[src/rtl/sync_ser_tx.sv]
module sync_ser_tx #(
  parameter int DEPTH = 16,
  parameter int DIV_W = 8
) (
  input  logic                     clk,
  input  logic                     rst_n,
  input  logic                     wr_en,
  input  logic [7:0]               wr_data,
  input  logic [1:0]               trig_sel,
  input  logic                     irq_en,
  input  logic                     clr_low,
  input  logic                     clr_end,
  input  logic                     ext_clk,
  input  logic                     clk_run,
  input  logic [DIV_W-1:0]         half_div,
  input  logic                     sclk_in,
  output logic                     txd,
  output logic                     sclk_out,
  output logic [$clog2(DEPTH):0]   fifo_count,
  output logic                     fifo_low,
  output logic                     tx_end,
  output logic                     overflow,
  output logic                     tx_irq
);
  localparam int AW = $clog2(DEPTH);
  localparam int CW = AW + 1;
  localparam logic [CW-1:0] FULL = CW'(DEPTH);
  localparam logic [AW-1:0] LAST_SLOT = AW'(DEPTH - 1);

  logic [7:0]    mem [DEPTH];
  logic [AW-1:0] wp, rp;
  logic [CW-1:0] cnt;
  logic          pop;

  wire wr_ok     = wr_en && (cnt != FULL);
  wire has_data  = (cnt != '0);
  wire [7:0] head = mem[rp];

  always_ff @(posedge clk) begin
    if (wr_ok) mem[wp] <= wr_data;
  end

  always_ff @(posedge clk) begin
    if (!rst_n) begin
      wp  <= '0;
      rp  <= '0;
      cnt <= '0;
    end else begin
      if (wr_ok) wp <= (wp == LAST_SLOT) ? '0 : wp + 1'b1;
      if (pop)   rp <= (rp == LAST_SLOT) ? '0 : rp + 1'b1;
      cnt <= cnt + CW'(wr_ok) - CW'(pop);
    end
  end

  logic [DIV_W-1:0] dcnt;
  logic             ph;
  logic [2:0]       sy;

  wire tick = !ext_clk && (dcnt >= half_div);

  always_ff @(posedge clk) begin
    if (!rst_n || ext_clk) begin
      dcnt <= '0;
      ph   <= 1'b1;
    end else if (tick) begin
      dcnt <= '0;
      ph   <= ~ph;
    end else begin
      dcnt <= dcnt + 1'b1;
    end
  end

  always_ff @(posedge clk) begin
    if (!rst_n) sy <= 3'b111;
    else        sy <= {sy[1:0], sclk_in};
  end

  wire fall_ev = ext_clk ? (sy[2] & ~sy[1]) : (tick & ph);
  wire rise_ev = ext_clk ? (~sy[2] & sy[1]) : (tick & ~ph);

  logic [7:0] sh;
  logic [2:0] bidx;
  logic       busy, cont;

  wire last    = busy && (bidx == 3'd7);
  wire end_set = fall_ev && last && !cont;

  assign pop = has_data && ((fall_ev && !busy) || (rise_ev && last));

  always_ff @(posedge clk) begin
    if (!rst_n) begin
      sh   <= '0;
      bidx <= '0;
      busy <= 1'b0;
      cont <= 1'b0;
      txd  <= 1'b1;
    end else begin
      if (rise_ev && last) begin
        cont <= has_data;
        if (has_data) sh <= head;
      end
      if (fall_ev) begin
        if (!busy) begin
          if (has_data) begin
            sh   <= head;
            txd  <= head[0];
            bidx <= '0;
            busy <= 1'b1;
          end
        end else if (!last) begin
          txd  <= sh[bidx + 3'd1];
          bidx <= bidx + 3'd1;
        end else if (cont) begin
          txd  <= sh[0];
          bidx <= '0;
          cont <= 1'b0;
        end else begin
          busy <= 1'b0;
        end
      end
    end
  end

  logic [CW-1:0] lvl;
  assign lvl = (trig_sel == 2'd0) ? '0 : (CW'(1) << trig_sel);

  always_ff @(posedge clk) begin
    if (!rst_n) begin
      fifo_low <= 1'b1;
      tx_end   <= 1'b1;
      overflow <= 1'b0;
    end else begin
      fifo_low <= (cnt <= lvl) | (fifo_low & ~clr_low);
      tx_end   <= (tx_end | end_set) & ~(clr_end | wr_ok);
      overflow <= overflow | (wr_en & ~wr_ok);
    end
  end

  assign fifo_count = cnt;
  assign tx_irq     = fifo_low & irq_en;
  assign sclk_out   = ext_clk ? 1'b1 : ((busy | clk_run) ? ph : 1'b1);

endmodule

[config.mk]
export PLATFORM = sky130hd
export DESIGN_NAME = sync_ser_tx
export DESIGN_NICKNAME = d
export VERILOG_FILES = /design/src/rtl/sync_ser_tx.sv
export SDC_FILE = /design/constraint.sdc
export NUM_CORES = 1
export LEC_CHECK = 0
export CORE_MARGIN = 2
export CORE_UTILIZATION = 60
export CTS_CLUSTER_SIZE = 40
export DETAILED_ROUTE_END_ITERATION = 8
export GPL_TIMING_DRIVEN = 1
export PLACE_DENSITY_LB_ADDON = 0.2
export SLEW_MARGIN = 20
export SYNTH_ARGS = -nofsm -noshare
export SYNTH_HDL_FRONTEND = slang
export SYNTH_SLANG_ARGS = --single-unit
[constraint.sdc]
create_clock -name clk -period 5.5 [get_ports clk]
set_input_delay 1.1 -clock clk [delete_from_list [all_inputs] [get_ports clk]]
set_output_delay 1.1 -clock clk [all_outputs]
set_load 0.03 [all_outputs]
==> results.json <==
{
  "crit_fanout": 3,
  "ys_seq_area_share_pct": 64.5,
  "arrival_ns": 4.70,
  "slew_headroom_pct": 25.5,
  "yosys_warnings": 0,
  "ys.flop_type": "edfxtp_1",
  "netlist_instances": 472,
  "fp.coreArea_mm2": 0.0120,
  "cts-root-buf": "clkbuf_16",
  "drc_errors": 0,
  "grt_antenna_before_repair": 0,
  "synth_cell_types": 48,
  "path_depth": 15,
  "top_level_ports": 38,
  "finalMaxSlewViolations": 0,
  "startpoint_type": "input port",
  "antenna_left": 0,
  "fin_crit_sh_pct": 79.4,
  "cts_inserted_buffers": 17,
  "cts_tree": "built",
  "drtIter0Drc": 314,
  "path_clk_slew_ns": 0.06,
  "clock_skew_ns": 0.0128,
  "r2r-start": "dcnt[0]",
  "cts_max_path_buffers": 2,
  "fin_nets": 568,
  "synth_edf_count": 128,
  "setup_violations": 0,
  "whs_path_depth": 1,
  "multi_input_comb_area_mm2": 0.00240,
  "fp.dieArea_mm2": 0.0132,
  "power_w": 0.00325,
  "finalSetupTns_ns": 0,
  "viasPerCell": 6.00,
  "cp-startpoint": "half_div[0]",
  "fp-row-count": 40,
  "max-cap-violations": 0,
  "gp_congestion": 0.768,
  "cp_top_family": "adder cells",
  "vias": 4041,
  "gr-total-overflow": 0,
  "grt_pass1_vias": 4198,
  "finalCriticalPeriod_ns": 4.37,
  "hp-start": "sy[0]",
  "postCtsHoldBufs": 0,
  "tightest_slew_ns": 1.11,
  "path_common_cell": "ha_1",
  "cts_setup_buffers": 0,
  "final-seq-area_mm2": 0.00477,
  "synth-seq-cells": 174,
  "critPathKind": "in -> reg",
  "insertion_delay_ns": 0.43,
  "slowest_delay_ns": 0.45,
  "diodes": 0,
  "dieWidth_um": 115,
  "grt_usage_pct": 23.2,
  "htreeDepth": 4,
  "crit_path_top_delay_cell": "a2111o_1",
  "hold_viol_final": 0,
  "required_ns": 5.84,
  "end_kind": "flip-flop",
  "status": "finished, final reports clean",
  "drive_gt1_share_pct": 16.3,
  "fillerInstances": 801,
  "async_flop_share_pct": 0,
  "grt_start_max_net_pins": 33,
  "floorplan.initialDensity_pct": 61.5,
  "path_buf_inv": 2,
  "syn2layout_area_growth_pct": 14.2,
  "drt_wl_total_um": 13700,
  "cts_resized": 0,
  "fmax_mhz": 229,
  "power_density_mw_per_mm2": 385,
  "wire_per_inst_um": 20.4,
  "fp.dieH_um": 115,
  "grt_pass1_wl_um": 22400,
  "crit_chain": "clkdlybuf4s50_1 > ha_1 > nand2b_1 > a2111o_1 > and3_4 > o311ai_4 > nand2_1 > ha_1 > inv_1 > ha_1 > fa_1 > a21oi_1 > nor2_1 > or3_1 > a21oi_1",
  "p_leak_nw": 2.83,
  "avgSynthCellArea_um2": 15.7,
  "ir_worst_vdd_mv": 0.417,
  "ff2ff_path_depth": 15,
  "synth_nets": 525,
  "cts_sinks": 174,
  "grt_setup_unrepaired": "false",
  "syn_area_mm2": 0.00739,
  "firstDrtPassIters": 4,
  "holdCritPathClass": "reg -> reg",
  "dp_hpwl_um": 9070,
  "io_buffers": 37
}
-- worst paths after layout --
| path | endpoint | slack, ns |
|---|---|---|
| hold reg to reg | sy[1] | 0.44 |
| hold / removal | sy[1] | 0.44 |
| setup / recovery | fifo_count[4] | 1.13 |
| setup reg to reg | fifo_count[4] | 1.79 |
-- cell usage after synthesis (all sizes together), types with 3 or more instances --
master	n	share of area (%)
a21oi	24	1.6
a31oi	3	0.34
and2	4	0.34
and3	3	0.32
buf	13	1.4
clkbuf	7	0.36
dfxtp	46	12
edfxtp	128	52
ha	25	4.2
inv	26	1.3
mux2i	4	0.54
mux4	42	13
nand2	18	0.91
nand2b	13	1.1
nand3	21	1.5
nand4	3	0.25
nand4b	3	0.44
nor2	32	1.6
nor3	8	0.54
o211ai	11	1.1
o21ai	6	0.41
xnor2	4	0.47
xor2	7	0.83
-- flip-flops by register name, summed over array words and instances (netlist names), 3 cells and up, named ones only --
name,flops
sy,3
bidx,3
mem,128
rp,4
fifo_count,5
dcnt,8
wp,4
sh,8
-- layout by cell type (no fill, tap or decap), types with 2 or more instances in the layout --
| cell | netlist | final |
|---|---|---|
| a21o_1 | 2 | 2 |
| o21ai_0 | 5 | 5 |
| nor3_1 | 8 | 8 |
| and2_1 | 4 | 4 |
| a21oi_1 | 24 | 24 |
| and3_1 | 2 | 2 |
| mux4_2 | 42 | 42 |
| nor2_1 | 32 | 32 |
| dfxtp_2 | 0 | 2 |
| nand2b_1 | 13 | 13 |
| mux2i_1 | 4 | 4 |
| nand4b_1 | 2 | 2 |
| a31oi_1 | 2 | 2 |
| clkbuf_1 | 7 | 2 |
| xnor2_1 | 4 | 4 |
| dfxtp_1 | 46 | 44 |
| nand2_1 | 18 | 18 |
| clkbuf_16 | 0 | 17 |
| clkdlybuf4s50_1 | 0 | 37 |
| edfxtp_1 | 128 | 128 |
| ha_1 | 25 | 25 |
| nand3_1 | 20 | 20 |
| clkinv_2 | 0 | 2 |
| or3_1 | 2 | 2 |
| bufinv_16 | 0 | 2 |
| nand4_1 | 3 | 3 |
| o31ai_1 | 2 | 2 |
| inv_6 | 0 | 4 |
| o211ai_1 | 11 | 11 |
| clkinv_4 | 0 | 2 |
| inv_1 | 26 | 26 |
| xor2_1 | 7 | 7 |
| buf_4 | 2 | 7 |
-- layout make-up --
| class | count | area share [%] |
|---|---|---|
| sequential | 174 | 56.5 |
| inverter | 26 | 1.16 |
| clock inverter | 12 | 1.59 |
| tap | 147 | 2.18 |
| clock buffer | 19 | 5.13 |
| multi-input combinational | 252 | 28.4 |
| timing repair buffer | 44 | 5.01 |
-- stage by stage --
step                      hold slack (ns)  instance area [um^2]  util, %  setup WS [ns]  cells
after floorplan                     0.386                  7390        -           1.35    472
after global placement              0.404                  7870     65.5          0.833    643
after detailed placement            0.422                  7870     65.5          0.678    643
after CTS                           0.441                  8440     70.2           1.11    674
after global routing                0.453                  8440     70.2          0.991    674
final                               0.436                  8440     70.2           1.13    674
-- cells by family (layout without fill, tap and decap cells) --
group,count (synthesis),count (layout),share of synthesized area (%)
muxes,46,46,13.3
adders and majority gates,26,26,4.51
AOI/OAI and AO/OA,59,59,5.78
DFF,174,174,64.5
xor gates and xnor gates,11,11,1.30
buffers and inverters,46,101,3.05
and+or+nand+nor,110,110,7.52
-- report_power, final --
group | internal [W] | switching (W) | total, W
Sequential | 0.00147 | 0.0000516 | 0.00152
Combinational | 0.000263 | 0.000301 | 0.000564
Clock | 0.000670 | 0.000489 | 0.00116
-- routing by layer --
layer | part of all wire, % | vias up | wire length [um] | GRT usage [%]
li1 | - | 1903 | - | -
met1 | 42 | 2024 | 5750 | 30.1
met2 | 52 | 103 | 7190 | 39.0
met3 | 4.8 | 11 | 653 | 5.43
met4 | 1.0 | 0 | 138 | 8.27
met5 | 0 | - | 0 | 0
Power figures use the tool's default switching activity.
